`config.mk`:
```
export PLATFORM = sky130hd
export DESIGN_NAME = pin_irq_detector
export DESIGN_NICKNAME = d
export VERILOG_FILES = /design/src/rtl/pid_pkg.sv /design/src/rtl/pid_pin_cell.sv /design/src/rtl/pid_port.sv /design/src/rtl/pin_irq_detector.sv
export SDC_FILE = /design/constraint.sdc
export NUM_CORES = 1
export LEC_CHECK = 0
export BUFFER_PORTS_ARGS = -buffer_cell sky130_fd_sc_hd__buf_4
export CAP_MARGIN = 5
export CORE_ASPECT_RATIO = 0.9
export CORE_MARGIN = 2
export CORE_UTILIZATION = 41
export DETAILED_ROUTE_END_ITERATION = 12
export PLACE_DENSITY = 0.8
export SETUP_SLACK_MARGIN = 0.05
export SLEW_MARGIN = 20
export SYNTH_ARGS = -nofsm -noshare
export SYNTH_HDL_FRONTEND = slang
export SYNTH_SLANG_ARGS = --single-unit
```
`constraint.sdc`:
```
create_clock -name clk -period 2.07 [get_ports clk]
set_clock_uncertainty 0.2 [all_clocks]
set_input_delay 0.207 -clock clk [delete_from_list [all_inputs] [get_ports clk]]
set_output_delay 0.207 -clock clk [all_outputs]
set_load 0.005 [all_outputs]
```
`src/rtl/pid_pkg.sv`:
```
package pid_pkg;

  // Decide whether one pin meets its trigger condition this clock.
  function automatic logic pid_hit(
    input logic cur,
    input logic prev,
    input logic armed,
    input logic pol,
    input logic edge_mode,
    input logic dual
  );
    logic rise;
    logic fall;
    rise = cur & ~prev;
    fall = ~cur & prev;
    if (!edge_mode) return pol ? cur : ~cur;
    if (!armed) return 1'b0;
    if (dual) return rise | fall;
    return pol ? rise : fall;
  endfunction

endpackage

```
`src/rtl/pid_pin_cell.sv`:
```
module pid_pin_cell (
  input  logic clk,
  input  logic rst_n,
  input  logic armed,
  input  logic cur,
  input  logic pol,
  input  logic edge_mode,
  input  logic dual,
  input  logic clr,
  output logic hit,
  output logic status
);
  import pid_pkg::*;

  logic prev_q;
  logic stat_q;

  assign hit    = pid_hit(cur, prev_q, armed, pol, edge_mode, dual);
  assign status = stat_q;

  always_ff @(posedge clk or negedge rst_n) begin
    if (!rst_n) begin
      prev_q <= 1'b0;
      stat_q <= 1'b0;
    end else begin
      prev_q <= cur;
      if (hit)      stat_q <= 1'b1;
      else if (clr) stat_q <= 1'b0;
    end
  end
endmodule

```
`src/rtl/pid_port.sv`:
```
module pid_port #(
  parameter int PINS = 8
) (
  input  logic              clk,
  input  logic              rst_n,
  input  logic              armed,
  input  logic [PINS-1:0]   pins,
  input  logic [PINS-1:0]   en,
  input  logic [3*PINS-1:0] type_word,
  input  logic [PINS-1:0]   clr,
  output logic [PINS-1:0]   hit,
  output logic [PINS-1:0]   status,
  output logic [PINS-1:0]   pending
);
  // The type word holds three bit planes: polarity, edge mode, both edges.
  logic [PINS-1:0] pol_plane;
  logic [PINS-1:0] edge_plane;
  logic [PINS-1:0] dual_plane;

  assign pol_plane  = type_word[PINS-1:0];
  assign edge_plane = type_word[2*PINS-1:PINS];
  assign dual_plane = type_word[3*PINS-1:2*PINS];

  for (genvar b = 0; b < PINS; b++) begin : g_cell
    pid_pin_cell u_cell (
      .clk       (clk),
      .rst_n     (rst_n),
      .armed     (armed),
      .cur       (pins[b]),
      .pol       (pol_plane[b]),
      .edge_mode (edge_plane[b]),
      .dual      (dual_plane[b]),
      .clr       (clr[b]),
      .hit       (hit[b]),
      .status    (status[b])
    );
  end

  assign pending = status & en;
endmodule

```
`src/rtl/pin_irq_detector.sv`:
```
module pin_irq_detector #(
  parameter int NUM_PORTS = 4,
  parameter int PORT_PINS = 8
) (
  input  logic                               clk,
  input  logic                               rst_n,
  input  logic [NUM_PORTS*PORT_PINS-1:0]     pin_in,
  input  logic [NUM_PORTS*PORT_PINS-1:0]     irq_en,
  input  logic [NUM_PORTS*3*PORT_PINS-1:0]   type_cfg,
  input  logic [NUM_PORTS*PORT_PINS-1:0]     clr_req,
  output logic [NUM_PORTS*PORT_PINS-1:0]     status,
  output logic [NUM_PORTS*PORT_PINS-1:0]     pending,
  output logic                               bank_irq
);
  localparam int NPIN = NUM_PORTS * PORT_PINS;
  localparam int TW   = 3 * PORT_PINS;

  // Edge detection waits for one real previous sample after reset.
  logic armed_q;
  always_ff @(posedge clk or negedge rst_n) begin
    if (!rst_n) armed_q <= 1'b0;
    else        armed_q <= 1'b1;
  end

  // Per-pin trigger events, brought out for the checker.
  logic [NPIN-1:0] set_evt;

  for (genvar p = 0; p < NUM_PORTS; p++) begin : g_port
    pid_port #(.PINS(PORT_PINS)) u_port (
      .clk       (clk),
      .rst_n     (rst_n),
      .armed     (armed_q),
      .pins      (pin_in [p*PORT_PINS +: PORT_PINS]),
      .en        (irq_en [p*PORT_PINS +: PORT_PINS]),
      .type_word (type_cfg[p*TW +: TW]),
      .clr       (clr_req[p*PORT_PINS +: PORT_PINS]),
      .hit       (set_evt[p*PORT_PINS +: PORT_PINS]),
      .status    (status [p*PORT_PINS +: PORT_PINS]),
      .pending   (pending[p*PORT_PINS +: PORT_PINS])
    );
  end

  assign bank_irq = |pending;
endmodule

```
==> flow_metrics.py, run 1 <==
metrics = {
    "route": {
        "detail_route.vias_per_cell": 5.018,
        "drc_errors": 0,
        "firstDrtPassIters": 4,
        "initialDrtViolationCount": 177,
        "wl_per_cell_um": 18.40,
        "finalWirelength_um": 18990,
        "vias": 5179,
        "final_antenna_net_count": 0,
    },
    "timing": {
        "maxSlewHeadroom": 0.6397,
        "fmax_mhz": 342.1,
        "worst_slack_ps": -853.2,
        "rsz0062_at_grt": "yes",
        "tightest_slew_ps": 540.4,
        "period_share": 1.412,
        "setup_viol": 1,
        "hold_violations": 0,
        "maxSlewViolCount": 0,
        "min_period_ps": 2923,
    },
    "finish": {
        "area_growth_pct": 82.31,
        "num-nets-final": 1132,
        "fin_util": 0.7765,
        "instances_no_fill": 1032,
        "drive_above_1_share": 0.4209,
    },
    "yosys": {
        "syn_inst": 466,
        "synth_top_area_frac": 0.3489,
        "yosysTopAreaCell": "dfrtp_1",
        "synth_cell_types": 15,
        "synth-seq-cells": 65,
        "ys_top_cells_by_area": "dfrtp_1 35%, ha_1 17%, inv_1 7.7%, mux2_2 7.7%, o2111ai_1 6.0%",
        "ys_seq_area_frac": 0.3489,
        "yosys_warnings": 0,
        "syn-num-nets": 724,
        "syn-mean-instance-area_um2": 10.00,
        "synth_area_mm2": 0.004662,
    },
    "worst_setup_path": {
        "r2r-start": "g_port[3].u_port.g_cell[4].u_cell.prev_q",
        "worstSetupEndpointType": "output pin",
        "reg2reg_slack_ps": 430,
        "path_cells": "and2_4, or4_4, or4_1, or4_4, buf_6",
        "worst-path-max-fanout": 2,
        "path_class": "reg -> out",
        "critPathMostFrequentCell": "or4_4",
        "slowest_delay_ps": 540,
        "worstPathArrival_ps": 2520,
        "critical-path-top-delay-family": "simple AND/OR/NAND/NOR gates",
        "worstPathRequired_ps": 1660,
        "rr_worst_depth": 5,
        "cpMaxStageDelayCell": "or4_4",
        "startpoint_type": "flip-flop",
        "crit_buf_inv": 1,
        "r2r_end": "g_port[3].u_port.g_cell[4].u_cell.status",
    },
    "global_route": {
        "grtUsageMet2": 0.5822,
        "grt.overflow.total": 0,
        "grt_pass1_vias": 6018,
        "antenna_found_initial": 1,
        "grt_use_met3": 0.1027,
        "busiest_layer": "met2",
        "grt_pass1_wl_um": 29280,
        "grt_max_degree": 40,
        "grtUsageTotal": 0.3149,
        "grt.met1_usage": 0.2907,
    },
    "floorplan": {
        "dieArea_mm2": 0.01224,
        "die_y_um": 105.2,
        "dieWidth_um": 116.4,
        "initial_core_util": 0.4259,
        "core_area_mm2": 0.01095,
        "ios": 259,
        "rows": 36,
    },
    "clocking": {
        "tritoncts": "yes",
        "numCtsBuffers": 9,
        "clk-insertion-delay-late_ps": 330,
        "htreeDepth": 3,
        "clkSinkCount": 65,
        "cts_root_buffer": "clkbuf_16",
        "clk_pin_slew_ps": 60,
        "cts_buffer_depth": 2,
    },
    "hold_path": {
        "holdCritStartpoint": "type_cfg[89]",
        "min_path_type": "in -> reg",
        "whs_endpoint": "g_port[3].u_port.g_cell[1].u_cell.status",
        "whs_path_depth": 3,
    },
    "run": {
        "cap_viol_max_count": 0,
    },
    "power_and_ir_drop": {
        "powerDensity_mw_per_mm2": 538.9,
        "p_leak_uw": 0.004515,
        "irDropWorstVdd_mv": 0.5973,
    },
    "run_status": {
        "status": "complete, but fails checks",
        "violations": "negative setup slack",
    },
    "place": {
        "numPlacedInstances": 889,
        "gp_congestion": 0.8530,
        "port_buffers": 258,
        "dp_hpwl_um": 11940,
    },
}
## how the worst max path moves through the flow
stage	from	endpoint	depth (start not counted)
finish	g_port[3].u_port.g_cell[4].u_cell.status	bank_irq	5
global route	g_port[3].u_port.g_cell[4].u_cell.status	bank_irq	5
CTS	g_port[2].u_port.g_cell[1].u_cell.status	bank_irq	5
detailed placement	g_port[1].u_port.g_cell[1].u_cell.status	bank_irq	5
global placement	g_port[1].u_port.g_cell[1].u_cell.status	bank_irq	5
floorplan	g_port[1].u_port.g_cell[1].u_cell.status	bank_irq	4
## registers in the layout (all words and copies together), names as in the netlist
register,count
g_port.u_port.g_cell.u_cell.prev_q,32
g_port.u_port.g_cell.u_cell.status,32
armed_q,1
## worst reg2reg max path: cells and delay by family (launching register included)
kind,cells,cell delay (ps)
flops,1,360
buf+inv,1,60
compound gates,2,400
fa+ha+maj,1,170
mux,1,260
## where the power goes
part           internal, uW  switching (uW)  total, uW
clock network           939             589       1530
logic                   968             619       1590
registers              1390            72.6       1470
## cells in the final DEF, fill, tap and decap left out, drive strengths merged, types with 4 or more instances in the layout
cell type,Yosys,routed
dfrtp,65,65
clkbuf,3,14
buf,32,310
mux2,32,32
or4,9,9
xor2,32,32
inv,96,96
dlygate4sd3,0,122
ha,64,64
and2,32,32
o2111ai,32,32
o221ai,32,32
or2,4,4
nand2,32,32
## stage by stage
| stage | setup TNS [ps] | total power [uW] | hold slack [ps] | area, um2 | setup WS (ps) |
|---|---|---|---|---|---|
| final | -853.2 | 4581 | 9.555 | 8499 | -853.2 |
| after global routing | -906.7 | 4793 | 0.6511 | 8499 | -906.7 |
| after CTS | -834.3 | 4525 | 0.4289 | 8479 | -834.3 |
| after detailed placement | -589.5 | 2784 | -43.79 | 6923 | -589.5 |
| after global placement | -548.3 | 2722 | -40.19 | 6923 | -548.3 |
| after floorplan | -247.5 | 1988 | -288.6 | 4662 | -247.5 |
## Yosys cell counts, drive strengths merged
cell / n
inv: 96
dfrtp: 65
ha: 64
and2: 32
buf: 32
mux2: 32
nand2: 32
o2111ai: 32
o221ai: 32
xor2: 32
or4: 9
or2: 4
clkbuf: 3
conb: 1
## logic make-up after synthesis
group | share of synthesized area
AO/OA/AOI/OAI | 0.1202
multiplexers | 0.07730
flip-flops | 0.3489
other | 0.0008044
adder cells (fa/ha/maj) | 0.1718
XOR/XNOR | 0.06012
AND/OR/NAND/NOR | 0.08964
buffers and inverters | 0.1312
## cell type report
cell class | instances | area [um2]
tap | 152 | 190.2
clock inverter | 2 | 10.01
timing repair buffer | 432 | 3577
sequential | 65 | 1627
clock buffer | 14 | 284.0
multi-input combinational | 270 | 2449
inverter | 96 | 360.3
antenna | 1 | 2.502
fill | 641 | 2446
## metal layers
metal,vias up,part of all wire
li1,2373,-
met1,2449,0.34
met2,259,0.53
met3,98,0.068
met4,0,0.062
met5,-,0
## repair_timing
action | in CTS | in global routing
gates resized for setup | 8 | 0
hold buffers | 121 | 1
endpoints found under the hold margin | 129 | 1
pin swaps | 4 | 0
endpoints found under the setup margin | 1 | 1
buffers inserted | 3 | 1
Note: power is estimated with default switching activity, not from simulation.
==> inputs of run 2 (changes only) <==
--- a/config.mk
+++ b/config.mk
@@ -13,6 +13,7 @@
 export DETAILED_ROUTE_END_ITERATION = 12
 export PLACE_DENSITY = 0.8
 export SETUP_SLACK_MARGIN = 0.05
+export SKIP_CTS_REPAIR_TIMING = 1
 export SLEW_MARGIN = 20
 export SYNTH_ARGS = -nofsm -noshare
 export SYNTH_HDL_FRONTEND = slang
==> run 2 against run 1 <==
The flow finishes with violations (negative hold slack, negative setup slack). Routed wire length decreased by 5.0%. Final cell count down 1.5%. Die area unchanged. Combinational power fell by 3%. Sequential power is essentially flat. Global-route usage is 7.6 points lower. Sequential share of layout area is 0.31 points higher. Worst hold slack got worse by 23 ps. Register-to-register slack worse by 20 ps. Critical path type unchanged. Critical endpoint unchanged.
==> flow_metrics.py, run 2 (synthesis results as in run 1) <==
metrics = {
    "run_status": {
        "status": "complete, but fails checks",
        "violations": "negative hold slack, negative setup slack",
    },
    "place": {
        "gp_congestion": 0.8530,
        "port_buffers": 258,
        "numPlacedInstances": 889,
        "dp_hpwl_um": 11940,
    },
    "timing": {
        "worst_slack_ps": -835.9,
        "rsz0062_at_grt": "yes",
        "maxSlewHeadroom": 0.6371,
        "fmax_mhz": 344.1,
        "setup_viol": 1,
        "tightest_slew_ps": 544.4,
        "hold_violations": 3,
        "maxSlewViolCount": 0,
        "period_share": 1.404,
        "min_period_ps": 2906,
        "whs_ps": -13.58,
    },
    "worst_setup_path": {
        "path_class": "reg -> out",
        "rr_worst_depth": 5,
        "worst-path-max-fanout": 2,
        "worstPathRequired_ps": 1660,
        "worstPathArrival_ps": 2500,
        "r2r_end": "g_port[1].u_port.g_cell[2].u_cell.status",
        "crit_path_end": "bank_irq",
        "startpoint_type": "flip-flop",
        "reg2reg_slack_ps": 410,
        "cp-startpoint": "g_port[2].u_port.g_cell[1].u_cell.status",
        "r2r-start": "g_port[1].u_port.g_cell[2].u_cell.prev_q",
        "worstSetupEndpointType": "output pin",
    },
    "floorplan": {
        "ios": 259,
        "die_y_um": 105.2,
        "rows": 36,
        "core_area_mm2": 0.01095,
        "dieWidth_um": 116.4,
        "dieArea_mm2": 0.01224,
        "initial_core_util": 0.4259,
    },
    "clocking": {
        "numCtsBuffers": 9,
        "clkSinkCount": 65,
        "clk-insertion-delay-late_ps": 340,
        "cts_root_buffer": "clkbuf_16",
        "htreeDepth": 3,
        "cts_buffer_depth": 2,
        "clk_pin_slew_ps": 60,
        "tritoncts": "yes",
    },
    "power_and_ir_drop": {
        "powerDensity_mw_per_mm2": 542.2,
        "p_leak_uw": 0.004457,
        "irDropWorstVdd_mv": 0.5600,
    },
    "global_route": {
        "grtUsageTotal": 0.2386,
        "grt_max_degree": 40,
        "grt_pass1_wl_um": 22530,
        "antenna_found_initial": 0,
        "grt_pass1_vias": 4864,
        "grt.overflow.total": 0,
    },
    "finish": {
        "ff_latch_area_mm2": 0.001627,
        "n_antenna_cell": 0,
        "final_common_cell": "buf_4",
        "drive_above_1_share": 0.4266,
        "fillCellCount": 677,
        "area_growth_pct": 79.41,
        "instances_no_fill": 1017,
        "multiInputGateArea_mm2": 0.002451,
        "mostFrequentLayoutCells": "305 x buf_4, 110 x dlygate4sd3_1, 96 x inv_1, 65 x dfrtp_1, 64 x ha_1",
        "num-nets-final": 1118,
    },
    "route": {
        "initialDrtViolationCount": 179,
        "final_antenna_net_count": 0,
        "drc_errors": 0,
        "detail_route.vias_per_cell": 5.068,
        "finalWirelength_um": 18050,
        "firstDrtPassIters": 5,
        "wl_per_cell_um": 17.74,
        "vias": 5154,
    },
    "hold_path": {
        "min_path_type": "in -> reg",
    },
    "run": {
        "cap_viol_max_count": 0,
    },
}
## run 2: metrics by stage
stage          utilization  instance area (um2)  total power, uW  TNS (ps)  worst slack, ps
3_3_place_gp        0.6325                 6923             2722    -548.3           -548.3
2_1_floorplan            -                 4662             1988    -247.5           -247.5
4_1_cts             0.6594                 7217             4310    -960.4           -960.4
6_report            0.7642                 8364             4535    -835.9           -835.9
3_5_place_dp        0.6325                 6923             2784    -589.5           -589.5
5_1_grt             0.7642                 8364             4756    -878.4           -878.4
## run 2: cell type report
class                   count  area share
inverters                  96     0.04308
clock buffers              14     0.03396
well taps                 152     0.02274
clock inverters             2    0.001197
flip-flops and latches     65      0.1945
repair buffers            418      0.4115
multi-input cells         270      0.2930
## run 2: power by group
group          switching (uW)  total, uW  internal [uW]
combinational             605       1550            947
clock                     578       1520            938
sequential               73.3       1470           1390
total                    1260       4540           3280
## run 2: worst min-delay path by stage
stage               cells past startpoint                                        to  slack [ps]    startpoint
detailed placement                      1  g_port[3].u_port.g_cell[0].u_cell.status         -40         rst_n
global route                            3  g_port[2].u_port.g_cell[6].u_cell.status           2  type_cfg[70]
global placement                        1  g_port[3].u_port.g_cell[0].u_cell.status         -40         rst_n
floorplan                               0                                   armed_q        -290         rst_n
finish                                  3  g_port[1].u_port.g_cell[3].u_cell.status         -10  type_cfg[43]
CTS                                     1  g_port[3].u_port.g_cell[0].u_cell.status        -410         rst_n
## run 2: critical path, stage by stage (launching register included)
cell and delay [ps]:
dfrtp_1 390, and2_4 160, or4_4 530, or4_4 430
or4_4 520, buf_6 130
## run 2: per-layer routing
layer | part of all wire | GRT usage
met1 | 0.33 | 0.2295
met2 | 0.55 | 0.4427
met3 | 0.065 | 0.09339
met4 | 0.050 | 0.1003
met5 | 0 | 0
